File: config.mk
export PLATFORM = sky130hd
export DESIGN_NAME = osc_lock_guard
export DESIGN_NICKNAME = d
export VERILOG_FILES = /design/src/rtl/osc_lock_pkg.sv /design/src/rtl/osc_pattern_det.sv /design/src/rtl/osc_alarm_cnt.sv /design/src/rtl/osc_entropy_mix.sv /design/src/rtl/osc_lock_guard.sv
export SDC_FILE = /design/constraint.sdc
export NUM_CORES = 1
export LEC_CHECK = 0
export BUFFER_PORTS_ARGS = -buffer_cell sky130_fd_sc_hd__buf_2
export CORE_ASPECT_RATIO = 2
export CORE_MARGIN = 2
export CORE_UTILIZATION = 30
export CTS_CLUSTER_SIZE = 28
export DETAILED_ROUTE_END_ITERATION = 10
export PLACE_DENSITY = 0.46
export SYNTH_ARGS = -nofsm -noshare
export SYNTH_HDL_FRONTEND = slang
export SYNTH_SLANG_ARGS = --single-unit
export TNS_END_PERCENT = 20
File: constraint.sdc
create_clock -name clk_i -period 4.9 [get_ports clk_i]
set_clock_uncertainty 0.05 [all_clocks]
set_input_delay 1.225 -clock clk_i [delete_from_list [all_inputs] [get_ports clk_i]]
set_output_delay 1.225 -clock clk_i [all_outputs]
set_load 0.05 [all_outputs]
File: src/rtl/osc_lock_pkg.sv
package osc_lock_pkg;
  localparam int unsigned CNT_W_DEF = 8;
  localparam int unsigned PAT_W_DEF = 8;
  localparam logic [CNT_W_DEF-1:0] THR_RST = '1;
endpackage

File: src/rtl/osc_pattern_det.sv
module osc_pattern_det #(
  parameter int unsigned PAT_W = 8
) (
  input  logic clk_i,
  input  logic rst_ni,
  input  logic en_i,
  input  logic smp_vld_i,
  input  logic smp_i,
  output logic rep_o
);
  localparam int unsigned HIST_W = 2 * PAT_W;
  localparam int unsigned FILL_W = $clog2(HIST_W + 1);
  localparam logic [FILL_W-1:0] FILL_MAX = FILL_W'(HIST_W);
  localparam logic [FILL_W-1:0] FILL_ARM = FILL_W'(HIST_W - 1);

  logic [HIST_W-1:0] hist_q, hist_d;
  logic [FILL_W-1:0] fill_q;
  logic              rep_q;

  assign hist_d = {hist_q[HIST_W-2:0], smp_i};

  always_ff @(posedge clk_i or negedge rst_ni) begin
    if (!rst_ni) begin
      hist_q <= '0;
      fill_q <= '0;
      rep_q  <= 1'b0;
    end else if (!en_i) begin
      hist_q <= '0;
      fill_q <= '0;
      rep_q  <= 1'b0;
    end else if (smp_vld_i) begin
      hist_q <= hist_d;
      if (fill_q != FILL_MAX) fill_q <= fill_q + 1'b1;
      // match only once a full double window has been collected
      rep_q  <= (fill_q >= FILL_ARM) &&
                (hist_d[PAT_W-1:0] == hist_d[HIST_W-1:PAT_W]);
    end else begin
      rep_q  <= 1'b0;
    end
  end

  assign rep_o = rep_q;
endmodule

File: src/rtl/osc_alarm_cnt.sv
module osc_alarm_cnt #(
  parameter int unsigned CNT_W = 8
) (
  input  logic             clk_i,
  input  logic             rst_ni,
  input  logic             en_i,
  input  logic             rep_i,
  input  logic [CNT_W-1:0] thr_i,
  output logic             alarm_o
);
  localparam logic [CNT_W-1:0] CNT_MAX = '1;

  logic [CNT_W-1:0] cnt_q;

  // alarm on the detection that pushes the count past thr
  assign alarm_o = en_i & rep_i & (cnt_q >= thr_i);

  always_ff @(posedge clk_i or negedge rst_ni) begin
    if (!rst_ni)                       cnt_q <= '0;
    else if (!en_i)                    cnt_q <= '0;
    else if (rep_i && cnt_q != CNT_MAX) cnt_q <= cnt_q + 1'b1;
  end
endmodule

File: src/rtl/osc_entropy_mix.sv
module osc_entropy_mix #(
  parameter int unsigned N_OSC = 8
) (
  input  logic             clk_i,
  input  logic             rst_ni,
  input  logic             smp_vld_i,
  input  logic [N_OSC-1:0] smp_i,
  input  logic [N_OSC-1:0] en_i,
  output logic             bit_o,
  output logic             vld_o
);
  logic bit_q, vld_q;

  always_ff @(posedge clk_i or negedge rst_ni) begin
    if (!rst_ni) begin
      bit_q <= 1'b0;
      vld_q <= 1'b0;
    end else begin
      vld_q <= smp_vld_i;
      if (smp_vld_i) bit_q <= ^(smp_i & en_i);
    end
  end

  assign bit_o = bit_q;
  assign vld_o = vld_q;
endmodule

File: src/rtl/osc_lock_guard.sv
module osc_lock_guard
  import osc_lock_pkg::*;
#(
  parameter int unsigned N_OSC = 8,
  parameter int unsigned CNT_W = CNT_W_DEF,
  parameter int unsigned PAT_W = PAT_W_DEF
) (
  input  logic             clk_i,
  input  logic             rst_ni,
  input  logic             sample_vld_i,
  input  logic [N_OSC-1:0] osc_bits_i,
  input  logic             en_wr_i,
  input  logic [N_OSC-1:0] en_wdata_i,
  input  logic             det_wr_i,
  input  logic [N_OSC-1:0] det_wdata_i,
  input  logic             thr_wr_i,
  input  logic [CNT_W-1:0] thr_wdata_i,
  input  logic [N_OSC-1:0] stat_clr_i,
  input  logic [N_OSC-1:0] irq_mask_i,
  output logic [N_OSC-1:0] en_o,
  output logic [N_OSC-1:0] detune_o,
  output logic [CNT_W-1:0] thr_o,
  output logic [N_OSC-1:0] alarm_evt_o,
  output logic [N_OSC-1:0] alarm_stat_o,
  output logic             irq_o,
  output logic             entropy_o,
  output logic             entropy_vld_o
);
  localparam logic [CNT_W-1:0] THR_INIT = CNT_W'(THR_RST);

  logic [N_OSC-1:0] en_q, det_q, stat_q, evt_q;
  logic [N_OSC-1:0] rep, alarm;
  logic [CNT_W-1:0] thr_q;
  logic             irq_q;

  for (genvar g = 0; g < N_OSC; g++) begin : g_osc
    osc_pattern_det #(.PAT_W(PAT_W)) u_det (
      .clk_i     (clk_i),
      .rst_ni    (rst_ni),
      .en_i      (en_q[g]),
      .smp_vld_i (sample_vld_i),
      .smp_i     (osc_bits_i[g]),
      .rep_o     (rep[g])
    );
    osc_alarm_cnt #(.CNT_W(CNT_W)) u_cnt (
      .clk_i   (clk_i),
      .rst_ni  (rst_ni),
      .en_i    (en_q[g]),
      .rep_i   (rep[g]),
      .thr_i   (thr_q),
      .alarm_o (alarm[g])
    );
  end

  osc_entropy_mix #(.N_OSC(N_OSC)) u_mix (
    .clk_i     (clk_i),
    .rst_ni    (rst_ni),
    .smp_vld_i (sample_vld_i),
    .smp_i     (osc_bits_i),
    .en_i      (en_q),
    .bit_o     (entropy_o),
    .vld_o     (entropy_vld_o)
  );

  always_ff @(posedge clk_i or negedge rst_ni) begin
    if (!rst_ni) begin
      en_q   <= '0;
      det_q  <= '0;
      stat_q <= '0;
      evt_q  <= '0;
      thr_q  <= THR_INIT;
      irq_q  <= 1'b0;
    end else begin
      // alarm shutdown overrides a concurrent software write
      en_q   <= (en_wr_i ? en_wdata_i : en_q) & ~alarm;
      if (det_wr_i) det_q <= (det_q & en_q) | (det_wdata_i & ~en_q);
      if (thr_wr_i) thr_q <= thr_wdata_i;
      stat_q <= (stat_q & ~stat_clr_i) | alarm;
      evt_q  <= alarm;
      irq_q  <= |(stat_q & ~irq_mask_i);
    end
  end

  assign en_o         = en_q;
  assign detune_o     = det_q;
  assign thr_o        = thr_q;
  assign alarm_evt_o  = evt_q;
  assign alarm_stat_o = stat_q;
  assign irq_o        = irq_q;
endmodule

# [Yosys cells after proc, flatten, opt, wreduce, memory -nomap -nowiden]
# Index checks and enable logic that the tools add are counted.
[word_totals] register_bits=275 in_bits=54 out_inout_bits=43 word_cells=247
[op_classes] n_addsub=16 n_lt_le_gt_ge=16 eq_ne=48 muxes=73 n_bitwise=28 n_reduce_logical=26
[op_table] op="15-bit 2-to-1 mux" count=16
[op_table] op="8-bit 2-to-1 mux" count=17
[op_table] op="5-bit 2-to-1 mux" count=24
[op_table] op="8-bit by 1-bit adder with 8-bit output, second input constant" count=8
[op_table] op="8-bit equality test" count=8
[op_table] op="8-bit greater-or-equal comparator" count=8
[op_table] op="8-bit inequality test, second input constant" count=8
[op_table] op="8-bit AND" count=6
[op_table] op="5-bit by 1-bit adder with 5-bit output, second input constant" count=8
[op_table] op="5-bit by 4-bit greater-or-equal comparator with 1-bit output, second input constant" count=8
[op_table] op="5-bit inequality test, second input constant" count=8
[op_table] op="2-bit by 1-bit inequality test with 1-bit output, second input constant" count=16
[op_table] op="8-bit NOT" count=4
[op_table] op="1-bit AND" count=16
[op_table] op="1-bit logical AND" count=16
[op_table] op="1-bit 2-to-1 mux" count=16
[op_table] op="2-bit inequality test, second input constant" count=8
[op_table] op="8-bit bitwise OR" count=2
[op_table] op="2-bit AND reduction" count=8
[op_table] op="8-bit OR reduction" count=1
[op_table] op="8-bit parity" count=1

# [Logic depth before layout (Yosys ltp)]
# Gate-level depths: netlist (run 1).
[depth] ltp_word=4 ltp_mapped=7 depth_no_buf=7

# [Hierarchy]
# Synthesis (run 1) repeated with hierarchy kept, for this count alone.
[unflattened] cells_unflattened=1435 area_unflattened_um2=15312.2
[by_module_without_submodules] mod="osc_pattern_det" n_inst=8 cells_per_inst=95 area_each_um2=1071.0 seq_area_each_um2=525.5
[by_module_without_submodules] mod="osc_alarm_cnt" n_inst=8 cells_per_inst=69 area_each_um2=635.6 seq_area_each_um2=200.2
[by_module_without_submodules] mod="osc_lock_guard" n_inst=1 cells_per_inst=104 area_each_um2=1508.9 seq_area_each_um2=1036.0
[by_module_without_submodules] mod="osc_entropy_mix" n_inst=1 cells_per_inst=19 area_each_um2=150.1 seq_area_each_um2=50.0

# [Worst setup path after synthesis (run 1)]
# Ideal clock, no wire load.
[synth_timing] path_type="input to register" start="input port sample_vld_i" end="register g_osc[0].u_det.hist_q[14]" setup_ns=0.132 t_arrival_ns=1.993 required_time_ns=4.718 setup_slack_ns=2.725 cell_stages=5 n_path_buf=3 cell_sequence="buf_4 > buf_4 > buf_4 > mux2i_1 > nor2_1"
[synth_between] elab_chain_len=1
[synth_lines] item="start: declaration" line_no="osc_lock_guard.sv:10" rtl="input logic sample_vld_i,"
[synth_lines] item="2-bit inequality test (no source line)"
[synth_lines] item="end signal: assignment" line_no="osc_pattern_det.sv:32" rtl="hist_q <= hist_d;"
[synth_lines] item="end: declaration" line_no="osc_pattern_det.sv:16" rtl="logic [HIST_W-1:0] hist_q, hist_d;"
# No other way between the ends.
# A chain may end at the register's enable or synchronous reset.

# [Worst setup path after layout (run 1)]
[layout_timing] start="register thr_q[0] (netlist: thr_o[0])" end="output port thr_o[0]"
[layout_lines] item="start: declaration" line_no="osc_lock_guard.sv:33" rtl="logic [CNT_W-1:0] thr_q;"
[layout_lines] item="start signal: assignment" line_no="osc_lock_guard.sv:77" rtl="if (thr_wr_i) thr_q <= thr_wdata_i;"
[layout_lines] item="end: declaration" line_no="osc_lock_guard.sv:22" rtl="output logic [CNT_W-1:0] thr_o,"
# No word-level cell between the ends.

==> results.txt, run 1 <==
dfrtp_1 takes more of the synthesized area than any other cell. The max-slew violation total from the final report came out at 0. The startpoint class of the critical path is a register. The distinct cell type count after synthesis came out at 47. Headroom to the max-slew limit came out at 0.2662.

The count of placed standard cells in the final layout, fillers left out came out at about 2,100. On the critical path, the stage with the largest delay is an instance of dfstp_2. The layout-stage area growth over the synthesis result came out at 14.82%. Dividing the final minimum period by the clock period gives 0.5956.

In this run the remaining antenna-violating nets after routing total 0. During I/O placement, the number of pins put on the boundary was 97. The synthesized netlist cell count is approximately 1,400. In the final layout, the share of cells above drive strength 1 is 0.1198. The setup path with the least slack is of type reg2out.

The number of violations reported at the end of detailed-routing iteration 0 is 332. After clock tree synthesis, the clock-pin slew on the worst setup and hold paths is ~60 ps. In this run the core area contains 113 standard-cell rows. The most critical setup path has its endpoint at thr_o[0]. The endpoint identified for the worst register-to-register timing path is alarm_stat_o[3]. The HPWL after detailed placement came out at approximately 25 mm. In this run the number of H-tree levels came out at 1. The required time of the critical path is about 3600 ps. On the worst path, the slowest cell contributes a delay of between 700 and 800 ps. The worst hold margin came out at approximately 470 ps. The share of the yosys chip area belonging to registers came out at 0.4785. The cell sitting at the root of the clock tree is a clkbuf_16. The number of hold violations in the final report came out at 0. The region available for standard cell placement spans roughly 48,000 µm². The buffering stage count on the worst path with inverters included is 1. The area of the mapped netlist came out at roughly 14,000 µm². The CTS tree is yes. The signal on the critical path passes through buf_2. For met2 alone, demand over resource in global routing was 0.2670. In the final layout, the multi-input gates occupy between 6000 and 7000 µm². The synthesized netlist net count is ~1,500. The die extent in x is about 160 µm. The die area came out at around 50,000 µm². The routed layout has a little over 10,000 vias. The dominant synthesized flop cell is dfrtp_1.

The type of the most critical hold path is reg2reg. The number of cells on the critical path is 1. The final instance area is 16,540 µm². Including well taps, the total number of placed cells is 2,084.

The share of flip-flops with an asynchronous set or reset is 1.000. The count of yosys warnings during synthesis came out at 0. In the final routed layout, each cell accounts on average for between 15 and 20 µm.

The number of maximum-capacitance constraint violations is 0. By area the synthesized netlist is led by dfrtp_1, mux2i_1, ha_1, nor2_1, xnor2_1. The routed design could run at a clock period as short as between 2000 and 3000 ps. The number of antenna violations at the first check in global routing came to 0. The initial utilization of the core area, before any placement, comes to 0.3032. During placement, the flow inserted port buffers numbering 96. The post-CTS resize count came out at 0. The power density of the placed cells is 318.0 nW/µm². The sum of routed wire length over all layers is 34.70 mm. The synthesized design contains 0 enable-type register cells. dfrtp_1 is the most common cell in the netlist. The placed instance area came out at roughly 16,000 µm².

The post-placement setup slack came out at around 1900 ps. The register-to-register setup slack is about 2300 ps. The buffer depth of the longest clock path is 3. The transition time at the pin with the least slew margin is between 1000 and 1500 ps.

The average vias per placed instance is 4.736. The highest fanout seen on the critical path came out at 10. The number of global-route vias before repair came out at approximately 11,000. The run finished with clean final reports.

The overall routing resource usage is 0.1419. Counting the fill cells in the layout gives about 5,000. The mean instance size in the synthesized netlist is approximately 10 µm². The met1 routing resource usage after global routing came out at 0.1724. Setup repair after global routing left no endpoint under its margin. By count the netlist is led by dfrtp_1, nor2_1, mux2i_1. The global-route wire length before repair is roughly 58 mm. At the worst endpoint, the arrival time is ~1600 ps. Across the whole layout, storage elements account for 6892 µm².

The clock net sink count is approximately 280. The detailed-router iteration count before antenna repair is 4. Tracing the worst setup path back leads to its startpoint at thr_o[0].

TritonCTS created 28 clock buffers. The hold buffer count at cts is 0. The static leakage is 8.027 nW. The top-area cell type share of the netlist area is 0.4639. Entering global routing, the biggest net connects 99 pins. In this run the critical register-to-register path is launched from thr_o[5]. Derived from the worst setup path, the maximum achievable clock frequency is approximately 340 MHz. After detailed routing, the number of remaining DRC violations is 0. After global routing, the most crowded layer is met2. The largest voltage drop on the vdd net came out at 0.0002316 V. The worst setup path is captured at an output pin.

Grouping stages by cell kind, the critical path spends the most delay in flip-flops. The number of cells on the worst reg-to-reg path is 6. The worst setup margin is around 2000 ps. The height of the die came out at around 310 µm.

The aggregate global routing overflow is 0. The count of buffers added by post-CTS timing repair for setup is 0. The register bit total from synthesis is between 200 and 300. The clock network latency to the later pin of the worst-skew pair is approximately 560 ps. The global-route track usage on met3 came out at 0.01438.

The aggregate negative setup slack is 0 ps. Routability-driven placement finished with a final weighted congestion of between 0.7 and 0.8. The final layout net count is between 1,500 and 2,000.

The final setup violation count is 0.
-- sequential cells by signal, indices dropped and copies added (netlist names), named ones only --
register,cells
thr_o,8
g_osc.u_cnt.cnt_q,64
alarm_stat_o,8
u_mix.bit_o,1
g_osc.u_det.hist_q,120
g_osc.u_det.rep_o,8
irq_o,1
en_o,8
alarm_evt_o,8
u_mix.vld_o,1
g_osc.u_det.fill_q,40
-- cell type report --
class                   instances  area share
diodes                          1   0.0001513
well taps                     632     0.04781
inverters                      71     0.01611
clock buffers                  38     0.04895
repair buffers                108     0.03790
flip-flops and latches        275      0.4167
multi-input cells             998      0.4220
clock inverters                13     0.01036
-- layer usage --
layer | routed length (µm) | vias to the layer above
li1 | - | 4975
met1 | 14950 | 4964
met2 | 18000 | 145
met3 | 1136 | 32
met4 | 614 | 0
met5 | 0 | -
-- worst min-delay path by stage --
stage,startpoint,to,cells after the start
floorplan,g_osc[3].u_cnt.cnt_q[6],g_osc[3].u_cnt.cnt_q[6],1
global placement,u_mix.bit_o,u_mix.bit_o,2
detailed placement,g_osc[3].u_cnt.cnt_q[6],g_osc[3].u_cnt.cnt_q[6],1
CTS,g_osc[3].u_cnt.cnt_q[6],g_osc[3].u_cnt.cnt_q[6],1
global route,g_osc[3].u_cnt.cnt_q[6],g_osc[3].u_cnt.cnt_q[6],1
finish,g_osc[3].u_cnt.cnt_q[6],g_osc[3].u_cnt.cnt_q[6],1
-- kinds of logic after synthesis --
| kind of cell | share of synthesized area |
|---|---|
| compound gates | 0.08817 |
| xor+xnor | 0.07358 |
| fa+ha+maj | 0.08339 |
| buf+inv | 0.03701 |
| flops | 0.4785 |
| mux | 0.09182 |
| simple gates | 0.1476 |
-- cell usage in the layout, fill, tap and decap left out, drive strengths merged, types with 19 or more instances in the layout --
cell,count
a21oi,44
and3,19
buf,107
clkbuf,39
dfrtp,267
ha,96
inv,71
mux2i,131
nand2,99
nand3,29
nand4,37
nor2,232
o21ai,34
xnor2,63
xor2,58
-- stage by stage --
stage          utilization  total power, mW
3_5_place_dp        0.3274            3.019
3_3_place_gp        0.3274            3.011
4_1_cts             0.3481            5.365
2_1_floorplan            -            2.804
5_1_grt             0.3481            5.512
6_report            0.3481            5.259
-- power by group --
| group | switching, mW | internal (mW) |
|---|---|---|
| Sequential | 0.0582 | 2.33 |
| Combinational | 0.398 | 0.177 |
| Clock | 0.935 | 1.36 |
| Total | 1.39 | 3.87 |
(Power assumes the default switching activity.)
==> run 2, diff against run 1 <==
--- a/config.mk
+++ b/config.mk
@@ -5,6 +5,7 @@
 export SDC_FILE = /design/constraint.sdc
 export NUM_CORES = 1
 export LEC_CHECK = 0
+export ABC_AREA = 1
 export BUFFER_PORTS_ARGS = -buffer_cell sky130_fd_sc_hd__buf_2
 export CORE_ASPECT_RATIO = 2
 export CORE_MARGIN = 2
==> constraint.sdc (replaced) <==
create_clock -name clk_i -period 3 [get_ports clk_i]
set_clock_uncertainty 0.05 [all_clocks]
set_input_delay 0.75 -clock clk_i [delete_from_list [all_inputs] [get_ports clk_i]]
set_output_delay 0.75 -clock clk_i [all_outputs]
set_load 0.05 [all_outputs]
==> results.txt, run 2 <==
The run finished with clean final reports. The CTS tree is yes. The flip-flop and latch area came out at between 6000 and 7000 µm². The mean instance size in the synthesized netlist is 8.437 µm². For this design, the slowest cell found on the critical path is dfstp_2. Counting distinct cell types in the post-synthesis netlist gives 40.

Counting flops with a built-in enable in the synthesized netlist gives 0. The average wire length per cell after detail routing is roughly 16 µm. The startpoint class of the critical path is a register.

The final setup violation count came out at 0. The complex-gate fraction of the synthesized area is 0.1372. The initial utilization of the core area, before any placement, comes to 0.3031.

The library cells used most frequently in the layout, excluding fill and tap cells, are nand2_1, inv_1, dfrtp_1, o22ai_1, nor2_1. The total overflow left after global routing is 0. The number of cells on the critical path came out at 1. The antenna diode count is 0. Grouping stages by cell kind, the critical path spends the most delay in flip-flops. The overall routing resource usage came out at 0.1552. The routed design has between 30 and 40 mm of wire.

Counting flops per register, the top entry is g_osc.u_det.hist_q. The tree built by TritonCTS fans out to roughly 280 sinks. The mux contribution to synthesized area came out at 0.0007684. The critical path goes through buf_2. Once the clock tree was built, the setup fixing pass inserted 0 buffers. For this block, the via count after detailed routing is between 10,000 and 15,000. The DRC violation count after routing is 0. The highest attainable clock frequency is about 410 MHz. The relative max-transition margin came out at 0.5884. The height of the die is around 320 µm. For the pin with the worst max-slew slack, the measured transition is between 600 and 700 ps. After clock tree synthesis, the clock-pin slew on the worst setup and hold paths is about 70 ps.

Clock tree synthesis selected as its root buffer the cell clkbuf_16. The global-route wire length before repair came out at 63.31 mm. The number of global-route vias before repair came out at between 10,000 and 15,000. The tightest min-delay check is of the in2async type.

The share of the core filled with cells in the final layout is 0.3489. The die area is ~51,000 µm². The number of maximum-capacitance constraint violations is 0. Dividing the detail-routed via count by the number of cells gives slightly below 5. The shortest period the worst path allows came out at around 2400 ps. The largest voltage drop on the vdd net came out at around 0.00033 V. The adder and majority gate portion of the synthesized area came out at 0.08196. The area of the multi-input gates came out at between 6000 and 7000 µm². The total chip power is around 8.5 mW. The max-slew violation total from the final report was 0. The category of the critical setup timing path is reg2out.

The final layout net count is approximately 2,000. The register bit total from synthesis is 275. The share of the clock period used by the worst path after layout is 0.8156. The number of cells on the worst reg-to-reg path came out at 6. In the final layout, the share of cells above drive strength 1 is 0.1226. The detailed-router iteration count before antenna repair is 5. The main combinational cell family by area after synthesis is simple AND/OR/NAND/NOR gates.

The floorplan step set the die width to ~160 µm. The buffering stage count on the worst path with inverters included came out at 1. The placed instance area came out at 15,910 µm².

Ranked by total cell area, the synthesized netlist is headed by dfrtp_1, nand2_1, ha_1, inv_1, o22ai_1. The share of synthesized area in the top cell type comes to 0.4559. Synthesis produced a netlist whose cell count is about 1,700. The post-CTS resize count came out at 0. The share of the yosys chip area belonging to registers came out at 0.4702. In this run the static leakage power is approximately 8.1 nW. dfrtp_1 takes more of the synthesized area than any other cell. The placer's final routability congestion estimate came out at between 0.8 and 0.9. The required time of the critical path came out at between 2000 and 2500 ps. The number of hold violations in the final report was 0. By count the netlist is led by nand2_1, inv_1, dfrtp_1. After clock tree synthesis, the flow added hold-fix buffers numbering 0.

For the worst setup path, the data arrival time is about 1700 ps. Of the total synthesized cell area, the portion taken by XOR and XNOR cells is 0.02510. The finished cells cover roughly 17,000 µm². The most numerous cell in the Yosys netlist is nand2_1. The maximum number of pins on one net before global-route repair came out at 50. The core region is 48,350 µm². The share of flip-flops with an asynchronous set or reset is 1.000. The clock buffer count from CTS is 28. The highest fanout seen on the critical path came out at 10. The area of the mapped netlist came out at approximately 15,000 µm². The count of yosys warnings during synthesis is 0.

The number of antenna-violating nets in the routed design came out at 0. The layout-stage area growth over the synthesis result came out at 15.11%. Power spread over the standard cell area amounts to ~510 nW/µm². The buffer depth of the longest clock path is 3. The synthesized netlist net count is about 1,900. Setup repair after global routing left no endpoint under its margin. The aggregate negative setup slack came out at 0 ps.

After the first detailed-routing iteration, the DRC count stood at between 600 and 700. The simple-gate area share of the yosys netlist is 0.1950. The worst hold margin came out at just over 40 ps.

The number of flip-flops under the largest register name came out at between 100 and 150. The top-level port count is 97. Leaving out fill and tap cells, the most frequent cell in the layout is nand2_1. The later pin in the worst-skew pair is clocked with a latency of approximately 560 ps. In this design, the stage delay of the slowest critical-path cell is about 750 ps.

The number of antenna violations at the first check in global routing came out at 0. The port buffer count is 96. The HPWL after detailed placement came out at a little under 30 mm.

The number of H-tree branching levels is 1. The category of the worst setup path capture point is an output pin. The count of filler cells inserted in the layout came out at just under 5,000. In the final layout, the registers with the most flip-flops are g_osc.u_det.hist_q x120, g_osc.u_cnt.cnt_q x64, g_osc.u_det.fill_q x40. The count of standard-cell rows came out at 114. For this run, the leading register cell type out of synthesis is dfrtp_1.
==> run 2: power by group <==
group	internal, mW	switching (mW)	total (mW)
registers	3.80	0.0947	3.89
logic	0.263	0.681	0.944
clock network	2.13	1.57	3.70
total	6.19	2.34	8.53
==> run 2: area by class of cell <==
type | instances | share of cell area
flip-flops and latches | 275 | 0.4085
multi-input cells | 1129 | 0.3823
inverters | 288 | 0.06408
clock buffers | 39 | 0.04999
well taps | 638 | 0.04732
repair buffers | 116 | 0.04094
clock inverters | 12 | 0.006898
==> run 2: logic make-up after synthesis <==
group / count (synthesis)
AO/OA/AOI/OAI: 346
XOR/XNOR: 42
adder cells (fa/ha/maj): 96
buffers and inverters: 333
flip-flops: 275
multiplexers: 1
AND/OR/NAND/NOR: 644
==> run 2: routing by layer <==
layer  global-route usage  vias to the layer above  part of all wire
met5                    0                        -                 0
met4              0.04668                        0             0.026
met3              0.01583                       43             0.030
met2               0.3062                      216              0.54
met1               0.1738                     5807              0.40
li1                     -                     5954                 -
==> run 2: per-stage QoR <==
step	worst slack [ps]	std cells
6_report	553.2	2497
5_1_grt	491.9	2497
4_1_cts	485.0	2497
3_5_place_dp	679.5	2446
3_3_place_gp	728.3	2446
2_1_floorplan	1187	1737
==> run 2: path summary, 6_finish.rpt <==
kind | start | endpoint | slack (ps)
min in group clk_i | stat_clr_i[5] | alarm_stat_o[5] | 310
setup reg to reg | thr_o[5] | en_o[6] | 890
setup / recovery | thr_o[0] | thr_o[0] | 550
max in group asynchronous | rst_ni | alarm_evt_o[0] | 2070
hold / removal | rst_ni | u_mix.vld_o | 40
hold reg to reg | g_osc[6].u_cnt.cnt_q[7] | g_osc[6].u_cnt.cnt_q[7] | 470
==> run 3, diff against run 2 <==
==> constraint.sdc (replaced) <==
create_clock -name clk_i -period 2.5 [get_ports clk_i]
set_clock_uncertainty 0.05 [all_clocks]
set_input_delay 0.625 -clock clk_i [delete_from_list [all_inputs] [get_ports clk_i]]
set_output_delay 0.625 -clock clk_i [all_outputs]
set_load 0.05 [all_outputs]
==> results.txt, run 3 (synthesis gave the netlist of run 2 again) <==
Data on the critical path arrives at its endpoint at ~1700 ps. Cell internal power was estimated by the tool at about 7.5 mW. The number of buffers and inverters on the critical path is 1. The critical path is of the reg2out type.

Traced cell by cell, the critical path runs through buf_2. The total length of routed met2 wires is between 20 and 25 mm. The largest single stage delay on the critical path is approximately 730 ps. The largest voltage drop on the vdd net came out at between 0.0004 and 0.0005 V. The placed instance area came out at 15,970 µm².

The port buffer count came out at 96. The worst setup path is launched from a register. The die area is 50,740 µm². The final instance area is about 17,000 µm². The setup check on the worst reg-to-reg path leaves a slack of roughly 520 ps. Once detailed placement completed, the half-perimeter wirelength came to 29.93 mm. In this design, the largest share of critical-path delay is due to flip-flops. The number of flip-flops under the largest register name came out at 120. The total chip power is roughly 10 mW. The register with the highest flop count is g_osc.u_det.hist_q.

The buffer depth of the longest clock path is 3. The endpoint identified for the worst register-to-register timing path is en_o[1]. Summed over all nets, the switching power comes to roughly 2.8 mW. The part of the total power dissipated in combinational logic is 0.111. The clock network latency to the later pin of the worst-skew pair came out at 570 ps. The sum of routed wire length over all layers came out at 39.68 mm. The fraction of final layout cells with drive strength greater than 1 is 0.1237. The routed design uses 1.193 mm of met3 wire. The wire length on met1 is about 16 mm. Among all stages on the critical path, the largest delay is contributed by dfrtp_1. The number of maximum-capacitance constraint violations came out at 0.

The number of H-tree branching levels came out at 1. The critical register-to-register path startpoint is thr_o[1]. For this run, the total global-route usage over all layers was measured as 0.1592. Entering global routing, the biggest net connects 55 pins. The count of buffers added by post-CTS timing repair for setup came out at 0.

The placer's final routability congestion estimate is 0.8173. The aggregate negative setup slack is 0 ps. The max-slew violation total from the final report is 0. The launch point of the worst path is en_o[0]. For this configuration, the core starts out at a cell density of 0.3031. The detailed-router iteration count before antenna repair is 5. The library cell used most frequently in the layout, excluding fill and tap cells, is nand2_1.

The largest registers in the layout are g_osc.u_det.hist_q x120, g_osc.u_cnt.cnt_q x64, g_osc.u_det.fill_q x40. The root buffer cell chosen for the clock tree is clkbuf_16. Detailed routing inserted a total of between 10,000 and 15,000 vias. The top-level port count is 97. The number of antenna-violating nets in the routed design came out at 0. The area of the multi-input gates came out at 6449 µm².

The number of antenna violations at the first check in global routing was 1. The global-route wire length before repair came out at ~65 mm. The category of the worst setup path capture point is an output pin. The flip-flop and latch area came out at a little under 7000 µm². Compared with the post-synthesis result, the final layout area differs by 15.59%. The die is about 320 µm tall. Leaving out fill and tap cells, the most frequent cells in the layout are nand2_1, inv_1, dfrtp_1, o22ai_1, nor2_1. The worst setup margin is ~160 ps. The die extent in x came out at between 150 and 200 µm.

The count of standard-cell rows is ~110. The post-placement setup slack is about 510 ps. The net count of the finished layout is 1,995. Setup repair after global routing left no endpoint under its margin. After clock tree synthesis, the clock-pin slew on the worst setup and hold paths is approximately 60 ps.

The DRC violation count after routing is 0. Of the total power, the clock network draws 0.433. The shortest period the worst path allows is between 2000 and 2500 ps.

After detailed routing, the number of vias per cell comes to between 4 and 5. The region available for standard cell placement spans 48,350 µm². The number of violations reported at the end of detailed-routing iteration 0 came out at 430. The number of cells on the critical path came out at 1.

The flow ran to the end, and the final reports show no timing, DRC or antenna violations. After detailed routing, the average wire length per cell comes to roughly 16 µm. The final setup violation count came out at 0. The aggregate global routing overflow came out at 0. The highest fanout seen on the critical path came out at 17. The switching fraction of total power came out at 0.2704. At the end of the flow the core is filled with cells to 0.3503. TritonCTS created 28 clock buffers. The number of hold violations in the final report is 0. The CTS tree is yes. The share of the clock period used by the worst path after layout came out at 0.9349. The transition time at the pin with the least slew margin is 628.1 ps. In this run the tightest slew margin relative to its limit is 0.5813.

For this design the ratio of total power to cell area is about 600 nW/µm². The clock net sink count is ~280. The number of cells on the worst reg-to-reg path is 9.

Following the worst setup path forward leads to its endpoint at en_o[0]. The number of global-route vias before repair is between 10,000 and 15,000. The antenna diode count came out at 0. The static leakage came out at between 8 and 9 nW. The count of filler cells inserted in the layout is roughly 5,000. The sequential power share came out at 0.457. The highest attainable clock frequency came out at 427.9 MHz. The required time of the critical path is 1820 ps. In this run the worst hold path is classified as in2reg.

The highest layer touched by signal routing is met4.
## run 3: cell count changes in the layout (fill, tap and decap cells not counted)
cell	change
buf_12	+1
buf_4	+5
clkbuf_1	+4
clkbuf_8	+1
clkinv_2	-2
clkinvlp_4	-1
dlygate4sd3_1	+1
inv_6	-1
## run 3: what timing repair did
item,4_1_cts,5_1_grt
endpoints found under the setup margin,0,0
hold buffers,1,0
endpoints found under the hold margin,40,0
resized for setup,0,0
## run 3: cell type report
class	count	share of cell area
Sequential cell	275	0.4068
Multi-Input combinational cell	1129	0.3807
Inverter	288	0.06382
Clock buffer	44	0.05148
Tap cell	638	0.04712
Timing Repair Buffer	123	0.04476
Clock inverter	8	0.005318
## run 3: worst min path at each step
stage	startpoint	cells after the start	slack, ps	to
CTS	stat_clr_i[6]	2	140	alarm_stat_o[6]
global placement	g_osc[6].u_cnt.cnt_q[7]	2	450	g_osc[6].u_cnt.cnt_q[7]
finish	stat_clr_i[6]	2	180	alarm_stat_o[6]
floorplan	rst_ni	0	280	asynchronous set/reset pin
global route	stat_clr_i[6]	2	150	alarm_stat_o[6]
detailed placement	g_osc[6].u_cnt.cnt_q[7]	2	450	g_osc[6].u_cnt.cnt_q[7]
## run 3: metrics by stage
step | std cells | hold slack [ps]
6_report | 2505 | 176.1
4_1_cts | 2505 | 142.6
3_3_place_gp | 2452 | 454.0
3_5_place_dp | 2452 | 446.9
5_1_grt | 2505 | 149.7
2_1_floorplan | 1737 | 279.4
## run 3: per-layer routing
metal,up-vias,global-route usage
met5,-,0
met4,0,0.05569
met3,64,0.01766
met2,189,0.3140
met1,5670,0.1744
li1,5949,-
## run 3: power groups by stage
stage / sequential [mW] / combinational [mW] / clock [mW]
floorplan: 4.84 / 0.624 / 0
global placement: 4.76 / 1.14 / 0
detailed placement: 4.76 / 1.16 / 0
CTS: 4.68 / 1.16 / 4.62
global route: 4.69 / 1.29 / 4.77
finish: 4.68 / 1.13 / 4.43
